===== src/rtl/clkout_pkg.sv =====
package clkout_pkg;
  localparam int CODE_W = 3;
  localparam int NUM_CODES = 2 ** CODE_W;
  localparam int FAST_CODES = 6;

  typedef enum logic [CODE_W-1:0] {
    F_FULL = 3'd0,
    F_HALF = 3'd1,
    F_QUART = 3'd2,
    F_DIV8 = 3'd3,
    F_DIV16 = 3'd4,
    F_DIV32 = 3'd5,
    F_SLOW = 3'd6,
    F_OFF = 3'd7
  } freqCode_e;

  typedef struct packed {
    logic apply;
    freqCode_e code;
  } ctrlStrobe_t;

  typedef struct packed {
    logic safe;
    freqCode_e active;
  } dpStatus_t;
endpackage


===== src/rtl/clkout_ctrl.sv =====
module clkout_ctrl
  import clkout_pkg::*;
#(
  parameter int REG_W = 8
) (
  input  logic             clk,
  input  logic             rstN,
  input  logic             regWe,
  input  logic [REG_W-1:0] regWdata,
  input  logic [REG_W-1:0] regWmask,
  output logic [REG_W-1:0] regRdata,
  input  dpStatus_t        dpStat,
  output ctrlStrobe_t      strobe
);
  logic [REG_W-1:0] ctrlReg;
  freqCode_e reqCode;

  always_ff @(posedge clk) begin
    if (!rstN) ctrlReg <= '0;
    else if (regWe) ctrlReg <= (ctrlReg & ~regWmask) | (regWdata & regWmask);
  end

  assign reqCode = freqCode_e'(ctrlReg[CODE_W-1:0]);
  assign regRdata = ctrlReg;

  // a pending code is handed over only when the datapath reports a safe edge
  assign strobe.apply = (reqCode != dpStat.active) && dpStat.safe;
  assign strobe.code = reqCode;


  masked_write_chk: assert property (@(posedge clk) disable iff (!rstN)
    regWe |=> (((ctrlReg ^ $past(ctrlReg)) & ~$past(regWmask)) == '0));


  reg_hold_chk: assert property (@(posedge clk) disable iff (!rstN)
    !regWe |=> $stable(ctrlReg));
endmodule


===== src/rtl/clkout_datapath.sv =====
module clkout_datapath
  import clkout_pkg::*;
#(
  parameter int PRESC_W = 16
) (
  input  logic        clk,
  input  logic        rstN,
  input  ctrlStrobe_t strobe,
  output dpStatus_t   dpStat,
  output logic        clkOut
);
  localparam int SLOW_TAP = PRESC_W - 1;

  logic [PRESC_W-1:0] cnt, cntNext;
  logic [NUM_CODES-1:0] tapVec;
  freqCode_e activeCode;
  logic armed, clkOutQ, tapNext, outNext, unusedPresc;

  assign cntNext = cnt + {{(PRESC_W-1){1'b0}}, 1'b1};
  assign unusedPresc = ^cntNext;

  for (genvar i = 0; i < NUM_CODES; i++) begin : g_tap
    if (i < FAST_CODES) begin : g_fast
      assign tapVec[i] = cntNext[i];
    end else if (i == FAST_CODES) begin : g_slow
      assign tapVec[i] = cntNext[SLOW_TAP];
    end else begin : g_off
      assign tapVec[i] = 1'b0;
    end
  end

  assign tapNext = tapVec[activeCode];
  // a rise is allowed only once the tap has been seen low under this code
  assign outNext = (activeCode != F_OFF) && armed && tapNext;

  always_ff @(posedge clk) begin
    if (!rstN) begin
      cnt <= '0;
      activeCode <= F_FULL;
      armed <= 1'b0;
      clkOutQ <= 1'b0;
    end else begin
      cnt <= cntNext;
      if (strobe.apply) begin
        activeCode <= strobe.code;
        armed <= 1'b0;
        clkOutQ <= 1'b0;
      end else begin
        armed <= armed | ~tapNext;
        clkOutQ <= outNext;
      end
    end
  end

  assign dpStat.safe = (activeCode == F_OFF) || (clkOutQ && !outNext);
  assign dpStat.active = activeCode;
  assign clkOut = clkOutQ;


  switch_at_fall_chk: assert property (@(posedge clk) disable iff (!rstN)
    (activeCode != $past(activeCode)) |->
      (($past(activeCode) == F_OFF) || ($past(clkOutQ) && !clkOutQ)));


  off_low_chk: assert property (@(posedge clk) disable iff (!rstN)
    (activeCode == F_OFF) |-> !clkOutQ);


  rise_steady_code_chk: assert property (@(posedge clk) disable iff (!rstN)
    $rose(clkOutQ) |-> ((activeCode == $past(activeCode)) && (activeCode != F_OFF)));
endmodule


===== src/rtl/clkout_divider.sv =====
module clkout_divider
  import clkout_pkg::*;
#(
  parameter int REG_W = 8,
  parameter int PRESC_W = 16
) (
  input  logic             clk,
  input  logic             rstN,
  input  logic             regWe,
  input  logic [REG_W-1:0] regWdata,
  input  logic [REG_W-1:0] regWmask,
  output logic [REG_W-1:0] regRdata,
  output logic             clkOut
);
  ctrlStrobe_t strobe;
  dpStatus_t dpStat;

  clkout_ctrl #(.REG_W(REG_W)) u_ctrl (
    .clk(clk), .rstN(rstN), .regWe(regWe), .regWdata(regWdata),
    .regWmask(regWmask), .regRdata(regRdata), .dpStat(dpStat), .strobe(strobe)
  );

  clkout_datapath #(.PRESC_W(PRESC_W)) u_dp (
    .clk(clk), .rstN(rstN), .strobe(strobe), .dpStat(dpStat), .clkOut(clkOut)
  );
endmodule


===== config.mk =====
export PLATFORM = sky130hd
export DESIGN_NAME = clkout_divider
export DESIGN_NICKNAME = d
export VERILOG_FILES = /design/src/rtl/clkout_pkg.sv /design/src/rtl/clkout_ctrl.sv /design/src/rtl/clkout_datapath.sv /design/src/rtl/clkout_divider.sv
export SDC_FILE = /design/constraint.sdc
export NUM_CORES = 1
export LEC_CHECK = 0
export ABC_AREA = 1
export ABC_CLOCK_PERIOD_IN_PS = 2100
export BUFFER_PORTS_ARGS = -buffer_cell sky130_fd_sc_hd__buf_2
export CAP_MARGIN = 20
export CORE_MARGIN = 10
export CORE_UTILIZATION = 53
export DETAILED_ROUTE_END_ITERATION = 8
export PLACE_DENSITY_LB_ADDON = 0.25
export SYNTH_ARGS = -nofsm -noshare
export SYNTH_HDL_FRONTEND = slang
export SYNTH_SLANG_ARGS = --single-unit

===== constraint.sdc =====
create_clock -name clk -period 2.1 [get_ports clk]
set_clock_uncertainty 0.15 [all_clocks]
set_input_delay 0.42 -clock clk [delete_from_list [all_inputs] [get_ports clk]]
set_output_delay 0.42 -clock clk [all_outputs]
set_load 0.005 [all_outputs]

==> metrics.md <==
| Metric | Value |
|---|---|
| I/O Buffers | 27 |
| WP data arrival | 1.97 ns |
| CTS max path bufs | 2 |
| Die width | around 70 µm |
| Via count | 1,264 |
| RSZ-0062 raised after global routing | no |
| Run status | finished clean |
| Routed length per instance | 12.6 µm |
| Crit share post-route | between 80% and 90% |
| IO Pins | 28 |
| Synthesized flop and latch total | 29 |
| WHS | approximately 0.19 ns |
| # setup viols final | 0 |
| Synth top area share | 42.7% |
| P_sw | 0.000294 W |
| Final hold vios | 0 |
| Root Buffer | clkbuf_4 |
| Tmin final | between 1.5 and 2 ns |
| Number of global-route vias before repair | 1,310 |
| Synthesized area per cell | 7.23 µm² |
| # fillers | 233 |
| Initial antenna violation count | 0 |
| Die height | 70.7 µm |
| Largest fanout on the critical path | 5 |
| Mapped cell area | ~1400 µm² |
| Dpl cell area | 1500 µm² |
| Post-route cell area | 1570 µm² |
| GR Overflow Total | 0 |
| Startpoint Class | flop |
| Placed Cells | 240 |
| Die footprint | 4990 µm² |
| Share of cells above drive strength 1 | 22.0% |
| # rows | 18 |
| CTS tree | built |
| Insertion delay to the later sink of the worst-skew pair | around 0.34 ns |
| VDD IR max | 0.582 mV |
| Vias per std cell | 5.10 |
| Post-CTS Setup Inserts | 0 |
| Iter 0 DRT Violations | 85 |
| Most frequent cells in the layout | nand2_1, dfxtp_1, buf_2 |
| R2R setup slack | 0.22 ns |
| Syn Nets | 208 |
| Final setup TNS | 0 ns |
| CP Class | reg -> reg |
| Post-route ant nets | 0 |
| FF-to-FF End | u_dp.activeCode[2] |
| CTS H-Tree Depth | 2 |
| Clock net sink count | 29 |
| Hold crit path type | in -> reg |
| Proportion of power drawn by flip-flops and latches | 53.3% |
| Core Footprint | around 2500 µm² |
| Switching share of power | 26.3% |
| Final std cells w/o fill | 248 |
| DR pass1 iterations | 4 |
| Critical Path RT | 2.19 ns |
| Max-slew violations | 0 |
| CTS Buf Count | 5 |
| Starting Density | 55.4% |
| Post_cts resized | 0 |
| Final WL | 3120 µm |
| Synth warn | 0 |
| Clock power share | a little over a third |
| Post-DP HPWL | about 2400 µm |
| GRT Util Overall | 13.1% |
| Cell accounting for the most synthesized area | dfxtp_1 |
| Worst-margin pin slew | 0.267 ns |
| R2r startpoint | u_dp.cnt[1] |
| Synth area leaders | dfxtp_1, nand2_1, a21oi_1 |
| Global-route wire length before repair | between 5000 and 6000 µm |
| Max-slew headroom | 82.1% |
| Leakage | 0.692 nW |
| # diodes | 0 |
| Seq/Total Area, Yosys | a little over two fifths |
| Hold path cells | 3 |
| Final Wtd Congestion | between 0.8 and 0.9 |
| Hold Startpoint | regWdata[5] |
| Clk slew on worst S/H paths | 0.10 ns |
| Max_cap viols | 0 |
| PwrDens | between 700 and 800 nW/µm² |
| Nets@finish | 237 |
| Combinational cell fraction of total power | 11.7% |
| Fmax | 0.532 GHz |
| Yosys cell types | 23 |
| Syn Inst Count | around 190 |
| Commonest non-fill, non-tap cell in the layout | nand2_1 |
| R2r worst-path depth | 14 |
| Largest net degree at the start of global routing | 16 |
| Area delta synth->final | 15.7% |
| Crit end category | flop |
| Int Power | 0.000824 W |
| Drt drc | 0 |
| Post-CTS Hold Buffers | 0 |
[cell usage after synthesis]
cell type  count
a21oi_1       20
a31o_2         1
and3_1         1
buf_4          4
clkbuf_1       2
clkinv_1       1
dfxtp_1       29
ha_1           1
inv_1         21
nand2_1       41
nand2_2        3
nand3_1       11
nand3_2        3
nand4_1        2
nor2_1        25
nor2_2         2
nor3_1         3
nor4_4         1
o21ai_0        7
o21ai_1        1
o21ai_2        1
xnor2_1        6
xor2_1         2
[area by class of cell]
cell class	count	area, µm²	area share, %
Clock buffer	7	65.1	4.13
Clock inverter	1	5.00	0.318
Inverter	22	82.6	5.25
Multi-Input combinational cell	131	659	41.9
Sequential cell	29	582	37.0
Tap cell	30	37.5	2.38
Timing Repair Buffer	28	143	9.06
[worst max-delay path: stages (launching register included)]
cell     delay (ns)
dfxtp_1        0.38
ha_1           0.20
nand2_1        0.10
inv_1          0.10
nand2_1        0.06
nand2_1        0.08
nand4_1        0.08
nand2_1        0.09
nor2_2         0.04
nand2_1        0.08
nand2_1        0.07
nand2_2        0.12
nand2_2        0.08
o21ai_1        0.12
nor2_1         0.05
[kinds of logic after synthesis]
| family | share of synthesized area [%] |
|---|---|
| and+or+nand+nor | 30.8 |
| adders and majority gates | 0.920 |
| DFF | 42.7 |
| xor gates and xnor gates | 5.15 |
| AOI/OAI and AO/OA | 11.6 |
| buffers and inverters | 8.83 |
[metal layers]
| metal | vias up | share of wire, % | track usage [%] |
|---|---|---|---|
| met1 | 564 | 40 | 12.8 |
| li1 | 657 | - | - |
| met4 | 0 | 2.6 | 8.60 |
| met2 | 34 | 51 | 23.0 |
| met3 | 9 | 5.6 | 4.60 |
| met5 | - | 0 | 0 |
[power groups by stage]
stage          sequential (W)  clock [W]  combinational (W)
3_5_place_dp         0.000607          0           0.000129
4_1_cts              0.000595   0.000400           0.000132
5_1_grt              0.000600   0.000425           0.000149
2_1_floorplan        0.000603          0          0.0000900
3_3_place_gp         0.000606          0           0.000125
6_report             0.000595   0.000391           0.000131
[how the worst max path moves through the flow]
stage	startpoint	endpoint	slack (ns)	cells after the start
floorplan	u_dp.cnt[0]	u_dp.activeCode[2]	0.40	14
global placement	u_dp.cnt[0]	u_dp.activeCode[2]	0.33	14
detailed placement	u_dp.cnt[0]	u_dp.activeCode[0]	0.19	14
CTS	u_dp.cnt[0]	u_dp.activeCode[2]	0.16	12
global route	u_dp.cnt[1]	u_dp.activeCode[2]	0.003	14
finish	u_dp.cnt[1]	u_dp.activeCode[2]	0.22	14
[through the flow]
stage	setup WS, ns	total power [W]	utilization [%]
final	0.221	0.00112	64.1
after global routing	0.00260	0.00117	64.1
after CTS	0.158	0.00113	64.1
after detailed placement	0.192	0.000736	61.2
after global placement	0.328	0.000731	61.2
after floorplan	0.405	0.000693	-
(Power assumes the default switching activity.)
